File: config.mk
export PLATFORM = sky130hd
export DESIGN_NAME = os_lane_tx
export DESIGN_NICKNAME = d
export VERILOG_FILES = /design/src/rtl/os_tx_pkg.sv /design/src/rtl/os_skp_timer.sv /design/src/rtl/os_seq_ctrl.sv /design/src/rtl/os_lane_sym.sv /design/src/rtl/os_lane_tx.sv
export SDC_FILE = /design/constraint.sdc
export NUM_CORES = 1
export LEC_CHECK = 0
export CAP_MARGIN = 20
export CORE_MARGIN = 2
export CORE_UTILIZATION = 48
export DETAILED_ROUTE_END_ITERATION = 6
export PLACE_DENSITY = 0.84
export SLEW_MARGIN = 20
export SYNTH_ARGS = -nofsm -noshare
export SYNTH_HDL_FRONTEND = slang
export SYNTH_SLANG_ARGS = --single-unit
File: constraint.sdc
create_clock -name clk -period 4.8 [get_ports clk]
set_input_delay 0.72 -clock clk [delete_from_list [all_inputs] [get_ports clk]]
set_output_delay 0.72 -clock clk [all_outputs]
set_load 0.02 [all_outputs]
File: src/rtl/os_tx_pkg.sv
package os_tx_pkg;
  localparam logic [7:0] K_COM   = 8'hBC;
  localparam logic [7:0] K_SKP   = 8'h1C;
  localparam logic [7:0] K_FTS   = 8'h3C;
  localparam logic [7:0] K_PAD   = 8'hF7;
  localparam logic [7:0] D_IDLE  = 8'h00;
  localparam logic [7:0] ID_TS1  = 8'h4A;
  localparam logic [7:0] ID_TS2  = 8'h45;
  localparam logic [7:0] RATE_ID = 8'h02;
  localparam logic [7:0] TRN_CTL = 8'h00;

  localparam int TS_LEN    = 16;
  localparam int SHORT_LEN = 4;
  localparam int IDX_W     = $clog2(TS_LEN);

  typedef enum logic [1:0] {REQ_NONE, REQ_TS1, REQ_TS2, REQ_FTS} os_req_e;
  typedef enum logic [2:0] {SEL_IDLE, SEL_DATA, SEL_SKP, SEL_TS1, SEL_TS2, SEL_FTS} sel_e;
  typedef enum logic [2:0] {ST_BND, ST_SKP, ST_TS1, ST_TS2, ST_FTS} seq_st_e;
endpackage

File: src/rtl/os_skp_timer.sv
module os_skp_timer #(
  parameter int CNT_W = 12
) (
  input  logic             clk,
  input  logic             rst_ni,
  input  logic [CNT_W-1:0] interval,
  input  logic             skp_start,
  output logic             skp_pend
);
  logic [CNT_W-1:0] cnt_q, cnt_n;
  logic             pend_q, pend_n;
  logic             run_en;
  logic             expire;

  always_comb begin
    run_en = (interval != '0);
    expire = run_en && (cnt_q == interval - 1'b1);
    if (!run_en)     cnt_n = '0;
    else if (expire) cnt_n = '0;
    else             cnt_n = cnt_q + 1'b1;
    // a fresh expiry wins over the start that consumes the old one
    if (expire)         pend_n = 1'b1;
    else if (skp_start) pend_n = 1'b0;
    else                pend_n = pend_q;
  end

  always_ff @(posedge clk or negedge rst_ni) begin
    if (!rst_ni) begin
      cnt_q  <= '0;
      pend_q <= 1'b0;
    end else begin
      cnt_q  <= cnt_n;
      pend_q <= pend_n;
    end
  end

  assign skp_pend = pend_q;
endmodule

File: src/rtl/os_seq_ctrl.sv
module os_seq_ctrl
  import os_tx_pkg::*;
(
  input  logic             clk,
  input  logic             rst_ni,
  input  os_req_e          req,
  input  logic             skp_pend,
  input  logic             dl_valid,
  input  logic             dl_sop,
  input  logic             dl_eop,
  output sel_e             sel,
  output logic [IDX_W-1:0] idx,
  output logic             skp_start,
  output logic             dl_ready
);
  localparam logic [IDX_W-1:0] TS_LAST    = IDX_W'(TS_LEN - 1);
  localparam logic [IDX_W-1:0] SHORT_LAST = IDX_W'(SHORT_LEN - 1);

  seq_st_e          st_q, st_n;
  logic [IDX_W-1:0] cnt_q, cnt_n;
  logic             pkt_q, pkt_n;

  always_comb begin
    st_n      = st_q;
    cnt_n     = cnt_q;
    pkt_n     = pkt_q;
    sel       = SEL_IDLE;
    idx       = cnt_q;
    skp_start = 1'b0;
    dl_ready  = (st_q == ST_BND) && (pkt_q || (!skp_pend && req == REQ_NONE));
    case (st_q)
      ST_BND: begin
        idx = '0;
        if (!pkt_q && skp_pend) begin
          sel       = SEL_SKP;
          skp_start = 1'b1;
          st_n      = ST_SKP;
          cnt_n     = IDX_W'(1);
        end else if (!pkt_q && req != REQ_NONE) begin
          cnt_n = IDX_W'(1);
          case (req)
            REQ_TS1: begin sel = SEL_TS1; st_n = ST_TS1; end
            REQ_TS2: begin sel = SEL_TS2; st_n = ST_TS2; end
            default: begin sel = SEL_FTS; st_n = ST_FTS; end
          endcase
        end else if (dl_valid) begin
          sel = SEL_DATA;
          if (dl_eop)      pkt_n = 1'b0;
          else if (dl_sop) pkt_n = 1'b1;
        end
      end
      ST_SKP, ST_FTS: begin
        sel = (st_q == ST_SKP) ? SEL_SKP : SEL_FTS;
        if (cnt_q == SHORT_LAST) begin
          st_n  = ST_BND;
          cnt_n = '0;
        end else begin
          cnt_n = cnt_q + 1'b1;
        end
      end
      ST_TS1, ST_TS2: begin
        sel = (st_q == ST_TS1) ? SEL_TS1 : SEL_TS2;
        if (cnt_q == TS_LAST) begin
          st_n  = ST_BND;
          cnt_n = '0;
        end else begin
          cnt_n = cnt_q + 1'b1;
        end
      end
      default: st_n = ST_BND;
    endcase
  end

  always_ff @(posedge clk or negedge rst_ni) begin
    if (!rst_ni) begin
      st_q  <= ST_BND;
      cnt_q <= '0;
      pkt_q <= 1'b0;
    end else begin
      st_q  <= st_n;
      cnt_q <= cnt_n;
      pkt_q <= pkt_n;
    end
  end
endmodule

File: src/rtl/os_lane_sym.sv
module os_lane_sym
  import os_tx_pkg::*;
#(
  parameter int LNW = 5
) (
  input  logic             clk,
  input  logic             rst_ni,
  input  sel_e             sel,
  input  logic [IDX_W-1:0] idx,
  input  logic             pad,
  input  logic [7:0]       link_num,
  input  logic [LNW-1:0]   lane_num,
  input  logic [7:0]       nfts,
  input  logic [7:0]       data,
  output logic [7:0]       sym,
  output logic             ctl,
  output logic             vld
);
  logic [7:0] sym_n;
  logic       ctl_n;

  always_comb begin
    sym_n = D_IDLE;
    ctl_n = 1'b0;
    case (sel)
      SEL_DATA: sym_n = data;
      SEL_SKP: begin
        sym_n = (idx == '0) ? K_COM : K_SKP;
        ctl_n = 1'b1;
      end
      SEL_FTS: begin
        sym_n = (idx == '0) ? K_COM : K_FTS;
        ctl_n = 1'b1;
      end
      SEL_TS1, SEL_TS2: begin
        case (idx)
          IDX_W'(0): begin sym_n = K_COM; ctl_n = 1'b1; end
          IDX_W'(1): begin sym_n = pad ? K_PAD : link_num;    ctl_n = pad; end
          IDX_W'(2): begin sym_n = pad ? K_PAD : 8'(lane_num); ctl_n = pad; end
          IDX_W'(3): sym_n = nfts;
          IDX_W'(4): sym_n = RATE_ID;
          IDX_W'(5): sym_n = TRN_CTL;
          default:   sym_n = (sel == SEL_TS1) ? ID_TS1 : ID_TS2;
        endcase
      end
      default: ;
    endcase
  end

  always_ff @(posedge clk or negedge rst_ni) begin
    if (!rst_ni) begin
      sym <= '0;
      ctl <= 1'b0;
      vld <= 1'b0;
    end else begin
      sym <= sym_n;
      ctl <= ctl_n;
      vld <= 1'b1;
    end
  end
endmodule

File: src/rtl/os_lane_tx.sv
module os_lane_tx
  import os_tx_pkg::*;
#(
  parameter int NLANE = 4,
  parameter int LNW   = 5,
  parameter int CNT_W = 12
) (
  input  logic                 clk,
  input  logic                 rst_n,
  input  logic [1:0]           os_req,
  input  logic                 pad_all,
  input  logic [NLANE-1:0]     lane_pad,
  input  logic [NLANE*LNW-1:0] lane_num,
  input  logic [7:0]           link_num,
  input  logic [7:0]           nfts,
  input  logic [CNT_W-1:0]     skp_interval,
  input  logic [NLANE*8-1:0]   dl_data,
  input  logic                 dl_valid,
  input  logic                 dl_sop,
  input  logic                 dl_eop,
  output logic                 dl_ready,
  output logic [NLANE*8-1:0]   tx_sym,
  output logic [NLANE-1:0]     tx_ctl,
  output logic [NLANE-1:0]     tx_valid
);
  logic [1:0]       rst_sync;
  logic             rst_s;
  sel_e             sel;
  logic [IDX_W-1:0] idx;
  logic             skp_start;
  logic             skp_pend;

  always_ff @(posedge clk or negedge rst_n) begin
    if (!rst_n) rst_sync <= 2'b00;
    else        rst_sync <= {rst_sync[0], 1'b1};
  end
  assign rst_s = rst_sync[1];

  os_skp_timer #(.CNT_W(CNT_W)) u_timer (
    .clk       (clk),
    .rst_ni    (rst_s),
    .interval  (skp_interval),
    .skp_start (skp_start),
    .skp_pend  (skp_pend)
  );

  os_seq_ctrl u_seq (
    .clk       (clk),
    .rst_ni    (rst_s),
    .req       (os_req_e'(os_req)),
    .skp_pend  (skp_pend),
    .dl_valid  (dl_valid),
    .dl_sop    (dl_sop),
    .dl_eop    (dl_eop),
    .sel       (sel),
    .idx       (idx),
    .skp_start (skp_start),
    .dl_ready  (dl_ready)
  );

  for (genvar g = 0; g < NLANE; g++) begin : g_lane
    os_lane_sym #(.LNW(LNW)) u_lane (
      .clk      (clk),
      .rst_ni   (rst_s),
      .sel      (sel),
      .idx      (idx),
      .pad      (pad_all | lane_pad[g]),
      .link_num (link_num),
      .lane_num (lane_num[g*LNW +: LNW]),
      .nfts     (nfts),
      .data     (dl_data[g*8 +: 8]),
      .sym      (tx_sym[g*8 +: 8]),
      .ctl      (tx_ctl[g]),
      .vld      (tx_valid[g])
    );
  end
endmodule

Word level (Yosys, flattened, before mapping)
Cells that the tools add are included.
- bits of input ports: 92
- output and inout port bits: 41
- register bits: 60
- word-level logic and storage cells: 124
- bitwise logic cells: 6
- mux-type cells: 54
- add/sub/neg operators: 3
- reductions and logical operators: 24
- eq/ne operators: 22
- operators with widths (kind ; count):
    8-bit one-hot mux with 6 select lines ; 4
    8-bit one-hot mux with 4 select lines ; 4
    8-bit 2-to-1 mux ; 10
    12-bit 2-to-1 mux ; 2
    3-bit 2-to-1 mux ; 8
    4-bit 2-to-1 mux ; 6
    3-bit one-hot mux with 3 select lines ; 2
    1-bit one-hot mux with 2 select lines ; 8
    12-bit by 1-bit adder with 12-bit output (second input constant) ; 1
    12-bit == test ; 1
    3-bit by 2-bit == test with 1-bit output (second input constant) ; 4
    4-bit by 2-bit == test with 1-bit output (second input constant) ; 3
    3-bit one-hot mux with 2 select lines ; 2
    4-bit one-hot mux with 3 select lines ; 1
    12-bit nonzero test ; 1
    12-bit by 1-bit subtractor with 12-bit output (second input constant) ; 1
    2-bit OR reduction ; 5
    3-bit == test (second input constant) ; 3
    4-bit by 3-bit == test with 1-bit output (second input constant) ; 2
    1-bit 2-to-1 mux ; 7
    3-bit by 1-bit == test with 1-bit output (second input constant) ; 2
    2-bit nonzero test ; 3
    1-bit logical AND ; 5
    5-bit AND reduction ; 1
    17 further kinds ; 23

Longest topological paths before layout
- depth in word-level cells: 9
- mapped depth: 9
- gate-level depth less buffers: 8

Modules after synthesis
From an unflattened synthesis, not the netlist that was laid out.
- cell total of the unflattened synthesis: 639
- area total of the unflattened synthesis: 5292.6 µm²
- modules (own cells, without submodules) (module ; sequential area each (µm²) ; cells each ; times used ; area each (µm²)):
    os_lane_sym ; 250.2 ; 112 ; 4 ; 905.9
    os_skp_timer ; 325.3 ; 114 ; 1 ; 987.2
    os_seq_ctrl ; 200.2 ; 70 ; 1 ; 603.1
    os_lane_tx ; 50.0 ; 7 ; 1 ; 78.8

Worst setup path after synthesis
OpenSTA, ideal clock, no wires.
- path kind: input -> register
- from: input skp_interval[0]
- to: register u_timer.cnt_q[1]
- stages on the path: 7
- setup slack: 2.072 ns
- required time: 4.680 ns
- path buffers: 0
- library setup time: 0.120 ns
- arrival: 2.608 ns
- path through: inv_1 -> ha_1 -> or4b_4 -> a2111oi_4 -> a41oi_1 -> or4_1 -> and3_1
- word-level cells in the longest chain between the ends: 5
- elaborated cells between the ends (all ways): 6
- classes of those cells: 1 x add/sub; 1 x eq/ne; 2 x mux; 2 x reduce/logical
- ends and longest elaborated chain (what ; RTL line ; source):
    start, declared ; os_lane_tx.sv:16 ; input logic [CNT_W-1:0] skp_interval,
    12-bit by 1-bit subtractor with 12-bit output ; os_skp_timer.sv:17 ; expire = run_en && (cnt_q == interval - 1'b1);
    12-bit == test ; os_skp_timer.sv:17 ;
    1-bit logical AND ; os_skp_timer.sv:17 ;
    12-bit 2-to-1 mux ; os_skp_timer.sv:19 ; else if (expire) cnt_n = '0;
    12-bit 2-to-1 mux (*) ; os_skp_timer.sv:18 ; if (!run_en) cnt_n = '0;
    net u_timer.cnt_n[1] ; os_skp_timer.sv:10 ; logic [CNT_W-1:0] cnt_q, cnt_n;
    end signal, assigned ; os_skp_timer.sv:32 ; cnt_q <= cnt_n;
    end, declared ; os_skp_timer.sv:10 ;
Mark *: on every way through the listed nets, which the timed path passes. The rest lies on a longest branch.
A chain may end at the register's enable or synchronous reset.

Worst setup path after layout
- from: input os_req[0]
- to: output dl_ready
- word-level cells in the longest chain between the ends: 4
- ends and longest elaborated chain (what ; RTL line ; source):
    start, declared ; os_lane_tx.sv:10 ; input logic [1:0] os_req,
    2-bit logical NOT ; os_seq_ctrl.sv:30 ; dl_ready = (st_q == ST_BND) && (pkt_q || (!skp_pend && req == REQ_NONE));
    1-bit logical AND ; os_seq_ctrl.sv:30 ;
    1-bit logical OR ; os_seq_ctrl.sv:30 ;
    1-bit logical AND ; os_seq_ctrl.sv:30 ;
    end, declared ; os_lane_tx.sv:21 ; output logic dl_ready,
No other way between the ends.

==> results by group <==
Run status
  – Status: finished clean

Clocking
  – CTS HTree Levels: 3
  – CTS tree: built
  – Post-CTS Resized: 0
  – Worst-Skew Late Latency: 0.35 ns
  – Worst-path clk slew: 0.07 ns
  – Clock net sink count: 60
  – Post-CTS Hold Buffers: 0
  – Root buf cell: clkbuf_8
  – Max clock buf depth: 2
  – Total CTS buffers: 9
  – # Post-CTS Setup Buffers: 0

Finish
  – Nets@finish: 651
  – Layout cells sized above 1: 0.06643
  – Post-route insts no fill: 659
  – Synthesis-to-finish area growth: 41.53%
  – # diodes: 0
  – FILL cells: 623

STA
  – RSZ-0062 raised after global routing: false
  – Rel. slew slack: 0.3115
  – Max Clk Rate: 271.4 MHz
  – Final Critical Period: 3.684 ns
  – Worst setup margin: 1.116 ns
  – Final Max Slew Viols: 0
  – Clk_skew: 0.01373 ns
  – Hold WS: 0.3521 ns
  – Endpoints failing hold: 0
  – Worst slew pin tran: 1.022 ns
  – Setup Viol. Count Final: 0
  – Final cycle utilization of the critical path: 0.7676
  – Setup TNS: 0 ns

Power
  – P_int: 0.001973 W
  – Switching pwr: 0.001533 W
  – Maximum VDD drop: 0.3784 mV
  – Leakage power total: 2.256 nW
  – Combinational share of power: 0.579
  – Switching share of total power: 0.4372
  – Power Dens Cells: 648.9 nW/um2
  – Power share of the clock group: 0.161
  – Sequential Power Share: 0.260

Routing
  – Via count: 3841
  – Drt first-iter violations: 352
  – Routed Antenna Nets: 0
  – Routed wire length: 11.42 mm
  – WL/cell: 17.33 um
  – Via density: 5.829
  – Drt drc: 0
  – DR pass1 iterations: 5

GRT
  – Pin count of the biggest net entering global routing: 59
  – Vias in the first global route: 3641
  – Antenna violations before repair: 0
  – First-pass GRT wire length: 18.04 mm
  – Gr usage total: 0.2668
  – Gr ovfl total: 0

Floorplan
  – Die area: 8683 um2
  – Core region area: 7727 um2
  – Starting density of the core: 0.4940
  – Die H: 93.18 um
  – I/O Pins: 133
  – Chip width: 93.18 um
  – FP Rows: 32

Worst setup path
  – Max incr delay on CP: 0.71 ns
  – Worst EP required: 4.08 ns
  – Worst setup SP type: primary input
  – Critical path class: primary input to output pin
  – CP Max Fanout: 8
  – Worst-path cell chain: clkdlybuf4s50_1 -> inv_1 -> ha_1 -> nor2b_1 -> nor2_1 -> nor2_1 -> clkdlybuf4s50_1
  – CP Buf/Inv Count: 3
  – Cell family with most CP delay: buffers and inverters
  – Arrival @ worst endpoint: 2.96 ns
  – Crit path capture type: output pin
  – Slowest CP cell: clkdlybuf4s50_1

Yosys
  – Number of synthesized register bits: 60
  – Dominant cell type by area after synthesis: dfrtp_1
  – Seq/Total Area, Yosys: 0.3933
  – Synthesized area per cell: 8.756 um2
  – Post-Synthesis Cells: 436
  – Synth area leaders: dfrtp_1 39%, a21oi_1 5.1%, o21ai_0 5.0%, nor2_1 3.7%, nand2_1 3.4%
  – Top cell type's share of synthesized area: 0.3933
  – Ys async rst share: 1.000
  – Most frequent cells after synthesis: 60 x dfrtp_1, 39 x a21oi_1, 38 x nor2_1, 38 x o21ai_0, 35 x nand2_1
  – Main synth FF type: dfrtp_1
  – Most frequent cell after synthesis: dfrtp_1
  – Synth unique cells: 56
  – Number of flops mapped to enable cells by yosys: 0
  – Post-Synthesis Cell Area: 3817 um2
  – Yosys warning count: 0

Placed design
  – Post-place setup slack: 0.9428 ns
  – Number of port buffers: 132
  – Post-DP HPWL: 8.735 mm
  – Post-placement cell count: 643
  – Routability cong.: 0.8915

Flow run
  – Max cap viols: 0

Min path
  – Worst Hold Class: flop to flop
==> flip-flops by register name, summed over array words and instances, names as in the netlist <==
register	count
rst_sync	2
u_timer.skp_pend	1
u_seq.pkt_q	1
u_seq.st_q	3
g_lane.u_lane.sym	32
u_seq.cnt_q	4
g_lane.u_lane.vld	1
u_timer.cnt_q	12
g_lane.u_lane.ctl	4
==> per-stage QoR <==
| stage | utilization | power [W] | area [um2] |
|---|---|---|---|
| 2_1_floorplan | - | 0.002230 | 3821 |
| 3_3_place_gp | 0.6669 | 0.002845 | 5154 |
| 3_5_place_dp | 0.6669 | 0.002915 | 5154 |
| 4_1_cts | 0.6992 | 0.003483 | 5403 |
| 5_1_grt | 0.6992 | 0.003733 | 5403 |
| 6_report | 0.6992 | 0.003506 | 5403 |
==> metal layers <==
metal	vias up	track usage	share of wire
li1	1810	-	-
met1	1798	0.3640	0.42
met2	203	0.4372	0.49
met3	30	0.04754	0.076
met4	0	0.07721	0.020
met5	-	0	0
==> final timing paths <==
check                              start                       to  slack [ns]  cells past startpoint
min reg2reg                  rst_sync[0]              rst_sync[1]        0.35                      0
max                            os_req[0]                 dl_ready        1.12                      7
max reg2reg                u_seq.st_q[0]  g_lane[2].u_lane.sym[7]        1.71                      6
min                          rst_sync[0]              rst_sync[1]        0.35                      0
max in group asynchronous    rst_sync[1]            u_seq.st_q[2]        3.91                      1
min in group asynchronous    rst_sync[1]  g_lane[3].u_lane.sym[0]        0.41                      1
==> cells in the final DEF (no fill, tap or decap), types with 4 or more instances in the layout <==
| cell | count |
|---|---|
| a211o_1 | 13 |
| a211oi_1 | 5 |
| a21o_1 | 8 |
| a21oi_1 | 39 |
| a221o_1 | 9 |
| a22o_1 | 7 |
| a31oi_1 | 4 |
| and3_1 | 5 |
| buf_4 | 6 |
| clkbuf_8 | 10 |
| clkdlybuf4s50_1 | 132 |
| dfrtp_1 | 59 |
| ha_1 | 7 |
| inv_1 | 9 |
| nand2_1 | 35 |
| nand2b_1 | 9 |
| nand3_1 | 18 |
| nor2_1 | 38 |
| nor2b_1 | 5 |
| nor3_1 | 8 |
| nor4_1 | 4 |
| o211ai_1 | 6 |
| o21ai_0 | 38 |
| or3_1 | 4 |
| or4_1 | 5 |
| xnor2_1 | 14 |
| xor2_1 | 12 |
==> area by class of cell <==
cell class | count | area, um2 | area share
multi-input cells | 334 | 2123 | 0.3930
flip-flops and latches | 60 | 1503 | 0.2781
repair buffers | 138 | 1366 | 0.2529
clock buffers | 10 | 137.6 | 0.02547
well taps | 102 | 127.6 | 0.02362
clock inverters | 6 | 111.4 | 0.02061
inverters | 9 | 33.78 | 0.006253
==> power groups by stage <==
stage / Sequential [W] / Combinational, W / Clock (W)
after floorplan: 0.000961 / 0.00127 / 0
after global placement: 0.000907 / 0.00194 / 0
after detailed placement: 0.000916 / 0.00200 / 0
after CTS: 0.000906 / 0.00201 / 0.000569
after global routing: 0.000934 / 0.00221 / 0.000593
final: 0.000911 / 0.00203 / 0.000565
==> cells by family after synthesis <==
kind of cell / count (synthesis) / synth area share
simple gates: 144 / 0.1865
compound gates: 152 / 0.2688
flops: 60 / 0.3933
other cells: 1 / 0.0009823
xor+xnor: 27 / 0.06654
mux: 2 / 0.005244
buf+inv: 43 / 0.05572
fa+ha+maj: 7 / 0.02294
No activity file was read; power rests on OpenSTA's default activity.
